===== config.mk =====
export PLATFORM = sky130hd
export DESIGN_NAME = hv_pos_latch
export DESIGN_NICKNAME = d
export VERILOG_FILES = /design/src/rtl/hv_pos_latch_pkg.sv /design/src/rtl/hv_cap_gate.sv /design/src/rtl/hv_pos_hold.sv /design/src/rtl/hv_cap_flag.sv /design/src/rtl/hv_pos_latch.sv
export SDC_FILE = /design/constraint.sdc
export NUM_CORES = 1
export LEC_CHECK = 0
export BUFFER_PORTS_ARGS = -buffer_cell sky130_fd_sc_hd__buf_2
export CORE_ASPECT_RATIO = 1.2
export CORE_UTILIZATION = 30
export DETAILED_ROUTE_END_ITERATION = 12
export RECOVER_POWER = 100
export SLEW_MARGIN = 20
export SYNTH_ARGS = -nofsm -noshare
export SYNTH_HDL_FRONTEND = slang
export SYNTH_SLANG_ARGS = --single-unit

===== constraint.sdc =====
create_clock -name clk_i -period 1.9 [get_ports clk_i]
set_input_delay 0.095 -clock clk_i [delete_from_list [all_inputs] [get_ports clk_i]]
set_output_delay 0.095 -clock clk_i [all_outputs]
set_load 0.02 [all_outputs]

===== src/rtl/hv_pos_latch_pkg.sv =====
package hv_pos_latch_pkg;
  localparam int unsigned AXES = 2;  // index 0: horizontal, 1: vertical

  typedef enum logic [1:0] {
    CAP_NONE  = 2'd0,
    CAP_READ  = 2'd1,
    CAP_WRITE = 2'd2
  } cap_src_e;
endpackage


===== src/rtl/hv_cap_gate.sv =====
module hv_cap_gate
  import hv_pos_latch_pkg::*;
#(
  parameter int unsigned WR_DLY = 4  // must be >= 1
) (
  input  logic     clk_i,
  input  logic     rst_ni,
  input  logic     req_rd_i,
  input  logic     port_wr_i,
  input  logic     port_wdat7_i,
  output logic     en_o,
  output cap_src_e src_o
);
  localparam int unsigned CW = $clog2(WR_DLY + 1);
  localparam logic [CW-1:0] DLY_LD = CW'(WR_DLY);
  localparam logic [CW-1:0] DLY_ONE = CW'(1);

  logic          en_q;
  logic [CW-1:0] dly_q;
  logic          wr_lock, wr_open, wr_fire, rd_fire;

  assign wr_lock = port_wr_i & ~port_wdat7_i & en_q;
  assign wr_open = port_wr_i & port_wdat7_i;
  assign wr_fire = (dly_q == DLY_ONE);
  assign rd_fire = req_rd_i & en_q;

  always_ff @(posedge clk_i or negedge rst_ni) begin
    if (!rst_ni) begin
      en_q <= 1'b1;
    end else if (wr_lock) begin
      en_q <= 1'b0;
    end else if (wr_open) begin
      en_q <= 1'b1;
    end
  end

  // pending write capture, counts down to the sampling edge
  always_ff @(posedge clk_i or negedge rst_ni) begin
    if (!rst_ni) begin
      dly_q <= '0;
    end else if (wr_lock) begin
      dly_q <= DLY_LD;
    end else if (dly_q != '0) begin
      dly_q <= dly_q - DLY_ONE;
    end
  end

  always_comb begin
    src_o = CAP_NONE;
    if (wr_fire) begin
      src_o = CAP_WRITE;
    end else if (rd_fire) begin
      src_o = CAP_READ;
    end
  end

  assign en_o = en_q;
endmodule


===== src/rtl/hv_pos_hold.sv =====
module hv_pos_hold
  import hv_pos_latch_pkg::*;
#(
  parameter int unsigned POS_W = 9
) (
  input  logic             clk_i,
  input  logic             rst_ni,
  input  logic             cap_i,
  input  logic [POS_W-1:0] pos_i [AXES],
  output logic [POS_W-1:0] pos_o [AXES]
);
  for (genvar a = 0; a < AXES; a++) begin : g_axis
    logic [POS_W-1:0] hold_q;
    always_ff @(posedge clk_i or negedge rst_ni) begin
      if (!rst_ni) begin
        hold_q <= '0;
      end else if (cap_i) begin
        hold_q <= pos_i[a];
      end
    end
    assign pos_o[a] = hold_q;
  end
endmodule


===== src/rtl/hv_cap_flag.sv =====
module hv_cap_flag (
  input  logic clk_i,
  input  logic rst_ni,
  input  logic cap_i,
  input  logic en_i,
  input  logic stat_rd_i,
  output logic flag_o
);
  logic flag_q;

  // set beats clear; clear only while enabled
  always_ff @(posedge clk_i or negedge rst_ni) begin
    if (!rst_ni) begin
      flag_q <= 1'b0;
    end else if (cap_i) begin
      flag_q <= 1'b1;
    end else if (stat_rd_i && en_i) begin
      flag_q <= 1'b0;
    end
  end

  assign flag_o = flag_q;
endmodule


===== src/rtl/hv_pos_latch.sv =====
module hv_pos_latch
  import hv_pos_latch_pkg::*;
#(
  parameter int unsigned POS_W  = 9,
  parameter int unsigned WR_DLY = 4
) (
  input  logic             clk_i,
  input  logic             rst_ni,
  input  logic [POS_W-1:0] h_cnt_i,
  input  logic [POS_W-1:0] v_cnt_i,
  input  logic             req_rd_i,
  input  logic             port_wr_i,
  input  logic             port_wdat7_i,
  input  logic             stat_rd_i,
  output logic             en_o,
  output logic [POS_W-1:0] h_lat_o,
  output logic [POS_W-1:0] v_lat_o,
  output logic             flag_o
);
  cap_src_e         src;
  logic             cap;
  logic             en;
  logic [POS_W-1:0] pos_in  [AXES];
  logic [POS_W-1:0] pos_out [AXES];

  assign cap       = (src != CAP_NONE);
  assign pos_in[0] = h_cnt_i;
  assign pos_in[1] = v_cnt_i;

  hv_cap_gate #(.WR_DLY(WR_DLY)) u_gate (
    .clk_i       (clk_i),
    .rst_ni      (rst_ni),
    .req_rd_i    (req_rd_i),
    .port_wr_i   (port_wr_i),
    .port_wdat7_i(port_wdat7_i),
    .en_o        (en),
    .src_o       (src)
  );

  hv_pos_hold #(.POS_W(POS_W)) u_hold (
    .clk_i (clk_i),
    .rst_ni(rst_ni),
    .cap_i (cap),
    .pos_i (pos_in),
    .pos_o (pos_out)
  );

  hv_cap_flag u_flag (
    .clk_i    (clk_i),
    .rst_ni   (rst_ni),
    .cap_i    (cap),
    .en_i     (en),
    .stat_rd_i(stat_rd_i),
    .flag_o   (flag_o)
  );

  assign en_o    = en;
  assign h_lat_o = pos_out[0];
  assign v_lat_o = pos_out[1];
endmodule


Yosys cells after proc, flatten, opt, wreduce, memory -nomap -nowiden --
Index checks and enable logic that the tools add are counted. Widths: inputs -> output; s select.
Operators by class: eq/ne operators 1, reduce and logical (&&, ||, !) cells 6, bitwise operators 5, add/sub/neg operators 1, multiplexer cells 8
Operator list (number):
- $reduce_bool 2->1 | 4
- $mux 3 | 2
- $mux 1 | 5
- $and 1x1->1 | 4
- $eq 3x1->1 const B | 1
- $reduce_bool 3->1 | 1
- $sub 3x1->3 const B | 1
- $mux 2 | 1
- $logic_and 1x1->1 | 1
- $not 1->1 | 1
Word-level totals: word-level logic and storage cells 26, input port bits 24, output and inout port bits 20, bits in registers 23

Logic depth before layout (Yosys ltp) --
Gate-level depths: netlist of run 1.
depth after elaboration 5, gate-level depth with buffers 5, depth with buffers taken out 5

By module --
From an unflattened synthesis of run 1, not the netlist that was laid out.
Second synthesis, totals: cell total of the unflattened synthesis 66, area total of the unflattened synthesis 1017.2 µm²
By module, submodules not included:
- hv_pos_hold | times used 1, cells each 38, area each 721.9 µm²
- hv_cap_gate | times used 1, cells each 24, area each 252.7 µm²
- hv_cap_flag | times used 1, cells each 3, area each 36.3 µm²
- hv_pos_latch | times used 1, cells each 1, area each 6.3 µm²

Least setup slack after synthesis of run 1 --
No wires, ideal clock.
kind reg-to-reg, start register u_gate.dly_q[0], end register u_hold.g_axis[0].hold_q[4], setup slack 370 ps, data arrival time 1405 ps, cell stages (with the launch flop) 5, library setup time 125 ps, buffers on the path 1, cells stage by stage dfrtp_1 > ha_1 > a22oi_4 > buf_12 > mux2_4
Between the ends: longest elaborated chain between the ends 3
RTL lines:
- start: declaration | line hv_cap_gate.sv:19 | logic [CW-1:0] dly_q;
- start signal: assignment | line hv_cap_gate.sv:44 | dly_q <= dly_q - DLY_ONE;
- $eq 3x1->1 | line hv_cap_gate.sv:24 | assign wr_fire = (dly_q == DLY_ONE);
- $mux 2 | line hv_cap_gate.sv:50 | if (wr_fire) begin
- $reduce_bool 2->1 | line hv_pos_latch.sv:26 | assign cap = (src != CAP_NONE);
- end signal: assignment | line hv_pos_hold.sv:18 | hold_q <= pos_i[a];
- end: declaration | line hv_pos_hold.sv:13 | logic [POS_W-1:0] hold_q;
No other way between the ends. A chain may end at the register's enable or synchronous reset.

Final worst setup path of run 1 --
start register u_gate.dly_q[0], end register u_hold.g_axis[0].hold_q[2]
The elaborated chain is that of the path after synthesis.

==> flow_summary.ini, run 1 <==
[drt]
firstDrtPassIters = 4
routedWlPerCell_um = 11.7
vias = 668
via_per_inst = 4.31
ant_nets = 0
drc = 0
drtIter0Drc = 7
drt-total-wl_mm = 1.81

[clock_tree]
htreeDepth = 1
insertion_delay_ps = 300
cts_tree = yes
clk_pin_slew_ps = 130
clockBufferDepth = 2
cts_setup_buffers = 0
cts-root-buf = clkbuf_4
hold_buffers = 4
cts.sinks = 23
cts-resized-gates = 0
numCtsBuffers = 3

[placement]
dp_hpwl_mm = 1.32
port_buffers = 43
gp_congestion = 0.567
dp.cells = 143

[finish]
fin_nets = 147
layoutNonFillerInstCount = 155
antenna_cells = 0
drive_above_1_share_pct = 33.6
syn_to_final_growth_pct = 30.7

[sta]
finalCriticalPeriod_ps = 1560
grt_setup_unrepaired = false
whs_ps = -4.06
setup_violations = 0
finalMaxSlewViolations = 0
tightest_slew_ps = 1230
slew_headroom_pct = 18.1
clock_skew_ps = 4.94
hold_viol = 2
setup_tns_ps = 0
post-route-period-util_pct = 82.1
max_freq_ghz = 0.641

[setup_path]
cpMaxStageDelayCell = dfrtp_1
startpoint_type = flip-flop
cp_data_required_time_ps = 2100
crit_path_max_incr_delay_ps = 430
crit_fanout = 9
cp-end-kind = flip-flop
crit_type = reg2reg
worstPathCellList = ha_1, a22oi_4, clkbuf_2, mux2_2
cp_data_arrival_time_ps = 1760

[status]
violations = hold timing
status = finished, violations left

[global_route]
grt_pass1_wl_mm = 2.83
grt_pass1_vias = 666
grt-ovfl-total = 0
gr-usage-all-layers_pct = 11.2
grt_start_max_net_pins = 24
antenna_found_initial = 0

[floorplan]
core.rowCount = 22
die_height_um = 64.6
core_um2 = 3080
die_area_um2 = 3500
dieWidth_um = 54.2
start_util_pct = 31.8
ios = 44

[power_and_ir_drop]
intPower_mw = 1.18
p_switching_uw = 825
ir_worst_vdd_uv = 645
p_leak_nw = 0.593
power_frac_seq_pct = 42.9
pwr-share-comb_pct = 45.9
power.share.clock_pct = 11.1
power_density_nw_per_um2 = 1560
swShare_pct = 41.2

[worst_hold_path]
hp-class = in2reg

[synthesis]
ys_ff_latch = 23
synth.avg_cell_area_um2 = 15.6
syn_inst = 63
synth_cell_type_count = 15
synth_area_um2 = 980
synth_warnings = 0
ys_seq_area_share_pct = 58.9
syn_nets = 90

[job]
maxCapViolCount = 0
[path summary, 6_finish.rpt]
check                                        endpoint  slack, ps  cells after the start            start
max in group asynchronous  u_hold.g_axis[0].hold_q[2]        620                      2           rst_ni
hold / removal             u_hold.g_axis[0].hold_q[8]         -4                      2       h_cnt_i[8]
setup / recovery           u_hold.g_axis[0].hold_q[2]        340                      4  u_gate.dly_q[0]
min in group asynchronous  u_hold.g_axis[0].hold_q[7]        550                      2           rst_ni
setup reg to reg           u_hold.g_axis[0].hold_q[2]        340                      4  u_gate.dly_q[0]
hold reg to reg                         u_flag.flag_o        490                      2    u_flag.flag_o
[flip-flops by register name (all words and copies together), names as in the netlist]
signal / flops
u_flag.flag_o: 1
u_hold.g_axis.hold_q: 18
u_gate.dly_q: 3
u_gate.en_o: 1
[layout by cell type, fill, tap and decap left out, types with 2 or more instances in the layout]
cell type	netlist	final
dlygate4sd3_1	0	8
clkbuf_1	0	21
mux2_2	10	10
mux2_1	0	9
ha_1	3	3
nand2_1	5	5
dfrtp_1	22	22
clkbuf_4	0	3
buf_2	0	22
nor2_1	4	4
inv_1	2	2
[cell type report]
type | instances | area [um2]
fillers | 319 | 1800
clock inverters | 1 | 5.00
inverters | 3 | 11.3
repair buffers | 53 | 282
multi-input cells | 36 | 338
well taps | 36 | 45.0
clock buffers | 3 | 22.5
flip-flops and latches | 23 | 577
[worst max-delay path: cells and delay by family (launching register included)]
family	cells	cell delay [ps]
compound gates	1	160
fa+ha+maj	1	240
flops	1	430
buf+inv	1	260
mux	1	360
[synth_stat cells]
master     n  share of area [%]
nand2_1    5                1.9
mux2_4     9                 14
a211oi_1   1               0.77
nand2b_1   1               0.64
xnor2_1    1               0.89
mux2_2    10                 11
ha_1       3                3.8
buf_12     1                2.0
a22oi_4    1                2.2
dfrtp_1   22                 56
inv_2      1               0.38
nor2_1     4                1.5
inv_1      2               0.77
dfstp_2    1                2.7
o221ai_1   1               0.89
[logic make-up (layout without fill, tap and decap cells)]
group                    Yosys count  in the layout  share of synthesized area [%]
buffers and inverters              4             60                           3.19
multiplexers                      19             19                           25.3
adder cells (fa/ha/maj)            3              3                           3.83
XOR/XNOR                           1              1                          0.894
AO/OA/AOI/OAI                      3              3                           3.83
AND/OR/NAND/NOR                   10             10                           4.09
flip-flops                        23             23                           58.9
[power by group through the flow]
stage	Combinational, mW	Sequential (mW)	Clock [mW]
2_1_floorplan	0.518	1.12	0
4_1_cts	1.09	0.864	0.233
3_5_place_dp	1.08	0.872	0
5_1_grt	1.01	0.901	0.251
3_3_place_gp	1.06	0.866	0
6_report	0.920	0.859	0.223
[stage by stage]
step / hold WS, ps / area (um2) / power (mW) / utilization (%) / setup WS, ps
after CTS: 0.0835 / 1300 / 2.19 / 42.2 / 390
after floorplan: -201 / 980 / 1.64 / - / 370
final: -4.06 / 1280 / 2.00 / 41.5 / 340
after detailed placement: 104 / 1230 / 1.96 / 40.1 / 413
after global routing: -20.9 / 1280 / 2.16 / 41.5 / 229
after global placement: 91.4 / 1230 / 1.93 / 40.1 / 451
[layer usage]
metal	GRT usage, %	vias up	part of all wire (%)
met4	5.77	0	1.2
met1	13.4	319	44
met3	2.11	2	4.6
met2	18.1	22	50
li1	-	325	-
met5	0	-	0
Power figures use the tool's default switching activity.
==> run 2, diff against run 1 <==
Clock period 1.9 ns to 1.3 ns, I/O delays scaled along.
==> run 2 against run 1 <==
  * The run ends with setup timing left
  * Core utilization up 9.5 points
  * Total power up 75%
  * First-iteration DRC count up 14%
  * Die area unchanged
  * Clock skew down 2.2 ps
  * Combinational power up 110%
  * Design area up 23%
  * Critical path type unchanged
  * Largest power group unchanged
==> flow_summary.ini, run 2 (synthesized netlist as in run 1, its figures left out) <==
[clock_tree]
numCtsBuffers = 3
clk_pin_slew_ps = 120
insertion_delay_ps = 300
cts.sinks = 23
cts-root-buf = clkbuf_4
cts_tree = yes
clockBufferDepth = 2
htreeDepth = 1

[floorplan]
dieWidth_um = 54.2
ios = 44
core.rowCount = 22
start_util_pct = 31.8
core_um2 = 3080
die_area_um2 = 3500
die_height_um = 64.6

[setup_path]
reg2reg_slack_ps = -140
crit_path_max_incr_delay_ps = 390
cpLargestDelayFamily = flip-flops
cp_data_arrival_time_ps = 1630
cp-end-kind = flip-flop
endpoint = u_hold.g_axis[1].hold_q[8]
reg2reg_from = u_gate.dly_q[1]
cpMaxStageDelayCell = dfrtp_1
worstPathCellList = inv_2, ha_4, a22oi_4, buf_12, mux2_4
cp_data_required_time_ps = 1500
startpoint_type = flip-flop
crit_type = reg2reg
crit_fanout = 11
worst_setup_path_startpoint = u_gate.dly_q[1]
cp_num_cells = 5
r2r-end = u_hold.g_axis[1].hold_q[8]
crit_buf_inv = 2
r2r_cells = 5

[worst_hold_path]
hp-class = in2reg

[finish]
largest_register = u_hold.g_axis.hold_q
top_regs = u_hold.g_axis.hold_q: 18 flops, u_gate.dly_q: 3 flops
largest_reg_flops = 18
stdcell_area_um2 = 1570
syn_to_final_growth_pct = 60.4
mostFrequentLayoutCells = buf_2, dfrtp_1, dlygate4sd3_1, clkbuf_1, mux2_4
antenna_cells = 0
fin_nets = 165
drive_above_1_share_pct = 44.5

[global_route]
grt-ovfl-total = 0
antenna_found_initial = 0
grt_pass1_vias = 765
gr-usage-all-layers_pct = 14.1
grt_pass1_wl_mm = 3.42
grt_start_max_net_pins = 24

[sta]
slew_headroom_pct = 61.5
post-route-period-util_pct = 110
tightest_slew_ps = 577
fin_ws_ps = -135
finalCriticalPeriod_ps = 1440
finalMaxSlewViolations = 0
whs_ps = 20.2
clock_skew_ps = 2.72
setup_violations = 18
max_freq_ghz = 0.697
hold_viol = 0
grt_setup_unrepaired = true

[power_and_ir_drop]
p_leak_nw = 0.774
power_density_nw_per_um2 = 2230
ir_worst_vdd_uv = 1060

[status]
violations = setup timing
status = finished, violations left

[placement]
gp_congestion = 0.662
dp_hpwl_mm = 1.37
dpl_cell_area_um2 = 1280
port_buffers = 43

[drt]
via_per_inst = 4.39
firstDrtPassIters = 3
met1Wirelength_um = 849
routedWlPerCell_um = 12.5
routed-wl-met3_um = 82
drt-total-wl_mm = 2.17
drc = 0
vias = 760
drtIter0Drc = 8
wl_met2_mm = 1.24
ant_nets = 0
top_layer_used = met3

[job]
maxCapViolCount = 0
==> run 2: cell types whose count changed in the layout (fill, tap and decap cells not counted), moves of 2 or more <==
cell           previous run  this run
mux2_4                    0        18
buf_12                    0         2
mux2_1                    9         0
dlygate4sd3_1             8        21
buf_4                     1         5
mux2_2                   10         1
==> run 2: where the power goes <==
group	leakage (nW)	switching [mW]	internal [mW]
logic	0.491	0.935	0.973
clock network	0.0150	0.201	0.120
registers	0.267	0.210	1.07
==> run 2: worst reg2reg max path: stages, from the launching register on <==
cell and delay (ps):
dfrtp_1 390, inv_2 60, ha_4 160, a22oi_4 230
buf_12 190, mux2_4 310
==> run 2: layout make-up <==
cell class,count,area (um2)
fillers,286,1510
multi-input cells,36,433
repair buffers,71,479
flip-flops and latches,23,577
clock buffers,4,26.3
inverters,3,11.3
well taps,36,45.0
==> run 2: worst min path at each step <==
stage                      start                    endpoint  slack (ps)  cells after the start
floorplan                 rst_ni               u_flag.flag_o        -230                      0
global placement          rst_ni               u_flag.flag_o          70                      1
detailed placement        rst_ni  u_hold.g_axis[1].hold_q[4]          70                      1
CTS                    port_wr_i                 u_gate.en_o          20                      2
global route        port_wdat7_i                 u_gate.en_o         0.2                      2
finish              port_wdat7_i             u_gate.dly_q[2]          20                      2
==> run 2: stage by stage <==
step / cells / total power [mW] / TNS (ps) / setup slack (ps) / utilization, %
5_1_grt: 173 / 3.77 / -3420 / -193 / 51.0
3_5_place_dp: 146 / 2.99 / -2340 / -162 / 41.7
2_1_floorplan: 63 / 2.41 / -2730 / -205 / -
6_report: 173 / 3.51 / -2180 / -135 / 51.0
3_3_place_gp: 146 / 2.94 / -2090 / -142 / 41.7
4_1_cts: 170 / 3.53 / -2370 / -147 / 50.6
==> run 2: timing repair <==
| item | in CTS | in global routing |
|---|---|---|
| hold buffers | 20 | 1 |
| endpoints found under the setup margin | 18 | 21 |
| buffers inserted | 0 | 2 |
| pin swaps | 0 | 3 |
| endpoints found under the hold margin | 41 | 1 |
| resized for setup | 11 | 5 |
==> run 2: per-layer routing <==
layer	up-vias	track usage (%)
met2	24	25.9
met3	0	4.23
li1	363	-
met4	0	3.85
met5	-	0
met1	373	14.7
==> run 3, diff against run 2 <==
Settings changed: RECOVER_POWER 100 to 50.
==> run 3 against run 2 <==
  * The flow still finishes with violations (setup timing)
  * Die area unchanged
  * Design area increased by 2.5%
  * Total power increased by 3.3%
==> flow_summary.ini, run 3 (synthesized netlist as in run 1, its figures left out) <==
[setup_path]
crit_type = reg2reg
reg2reg_slack_ps = -140
cp-end-kind = flip-flop
crit_path_max_incr_delay_ps = 390
crit_fanout = 11
startpoint_type = flip-flop
worstPathCellList = inv_2, ha_4, a22oi_4, buf_12, mux2_4
cp_data_arrival_time_ps = 1630
cp_data_required_time_ps = 1500
cpMaxStageDelayCell = dfrtp_1

[floorplan]
die_area_um2 = 3500
dieWidth_um = 54.2
core.rowCount = 22
core_um2 = 3080
ios = 44
die_height_um = 64.6
start_util_pct = 31.8

[clock_tree]
cts.sinks = 23
cts_tree = yes
numCtsBuffers = 3
htreeDepth = 1
cts-root-buf = clkbuf_4
clk_pin_slew_ps = 120
clockBufferDepth = 2
insertion_delay_ps = 300

[sta]
hold_viol = 0
finalMaxSlewViolations = 0
clock_skew_ps = 3.16
fin_ws_ps = -136
post-route-period-util_pct = 110
setup_violations = 18
grt_setup_unrepaired = true
slew_headroom_pct = 61.7
tightest_slew_ps = 575
whs_ps = 20.9
max_freq_ghz = 0.696
finalCriticalPeriod_ps = 1440

[finish]
fin_nets = 165
top_regs = u_hold.g_axis.hold_q: 18 flops, u_gate.dly_q: 3 flops
final_util_pct = 52.2
largest_reg_flops = 18
largest_register = u_hold.g_axis.hold_q
mostFrequentLayoutCells = buf_2, dfrtp_1, dlygate4sd3_1, mux2_4, buf_4
drive_above_1_share_pct = 59.1
syn_to_final_growth_pct = 64.4
antenna_cells = 0
layout_commonest_cell = buf_2
stdcell_area_um2 = 1610
layoutNonFillerInstCount = 173

[drt]
ant_nets = 0
drtIter0Drc = 9
vias = 757
drt-total-wl_mm = 2.16
routedWlPerCell_um = 12.5
drc = 0
via_per_inst = 4.38
firstDrtPassIters = 3

[job]
maxCapViolCount = 0

[global_route]
grt-ovfl-total = 0
grt_pass1_wl_mm = 3.42
grt_start_max_net_pins = 24
gr-usage-all-layers_pct = 14.1
antenna_found_initial = 0
grt_pass1_vias = 765

[power_and_ir_drop]
p_leak_nw = 0.827
ir_worst_vdd_uv = 1110
report.power.total_mw = 3.62
power_density_nw_per_um2 = 2250

[status]
violations = setup timing
status = finished, violations left

[placement]
dp_hpwl_mm = 1.37
gp_congestion = 0.662
port_buffers = 43
dp.cells = 146
dpl_cell_area_um2 = 1280

[worst_hold_path]
hp-class = in2reg
-- run 3: changes by cell type in the layout (fill, tap and decap cells not counted), sizes merged --
cell,change
buf,+20
clkbuf,-20
-- run 3: critical path: cells and delay by family (launching register included) --
kind | cells | cell delay [ps]
mux | 1 | 300
buf+inv | 2 | 250
flops | 1 | 390
fa+ha+maj | 1 | 160
compound gates | 1 | 230
-- run 3: layer usage --
metal	routed length (um)	vias to the layer above	GRT usage, %
li1	-	363	-
met1	834	370	14.7
met2	1240	24	25.9
met3	84	0	4.23
met4	0	0	3.85
met5	0	-	0
-- run 3: power by group --
part | switching, mW | internal, mW | leakage [nW]
Sequential | 0.202 | 1.07 | 0.267
Combinational | 0.945 | 1.09 | 0.545
Clock | 0.200 | 0.120 | 0.0150
Total | 1.35 | 2.28 | 0.827
-- run 3: worst paths after layout --
| path | startpoint | endpoint | cells past startpoint |
|---|---|---|---|
| hold / removal | port_wdat7_i | u_gate.dly_q[2] | 2 |
| min in group asynchronous | rst_ni | u_gate.dly_q[0] | 2 |
| hold reg to reg | u_flag.flag_o | u_flag.flag_o | 2 |
| setup / recovery | u_gate.dly_q[1] | u_hold.g_axis[1].hold_q[8] | 5 |
| max in group asynchronous | rst_ni | u_gate.en_o | 2 |
| setup reg to reg | u_gate.dly_q[1] | u_hold.g_axis[1].hold_q[8] | 5 |
-- run 3: metrics by stage --
| step | worst slack [ps] | setup TNS (ps) |
|---|---|---|
| floorplan | -205 | -2730 |
| global route | -193 | -3210 |
| CTS | -147 | -2370 |
| global placement | -142 | -2090 |
| detailed placement | -162 | -2340 |
| finish | -136 | -2180 |
-- run 3: layout make-up --
| cell class | instances | area [um2] |
|---|---|---|
| Clock buffer | 4 | 26.3 |
| Sequential cell | 23 | 577 |
| Timing Repair Buffer | 71 | 505 |
| Multi-Input combinational cell | 36 | 445 |
| Tap cell | 36 | 45.0 |
| Fill cell | 278 | 1470 |
| Inverter | 3 | 11.3 |
-- run 3: repair_timing --
action                                 4_1_cts  5_1_grt
hold buffers                                20        1
pin swaps                                    0        3
buffers inserted                             0        2
setup endpoints to repair                   18       21
endpoints found under the hold margin       41        1
resized for setup                           11        5
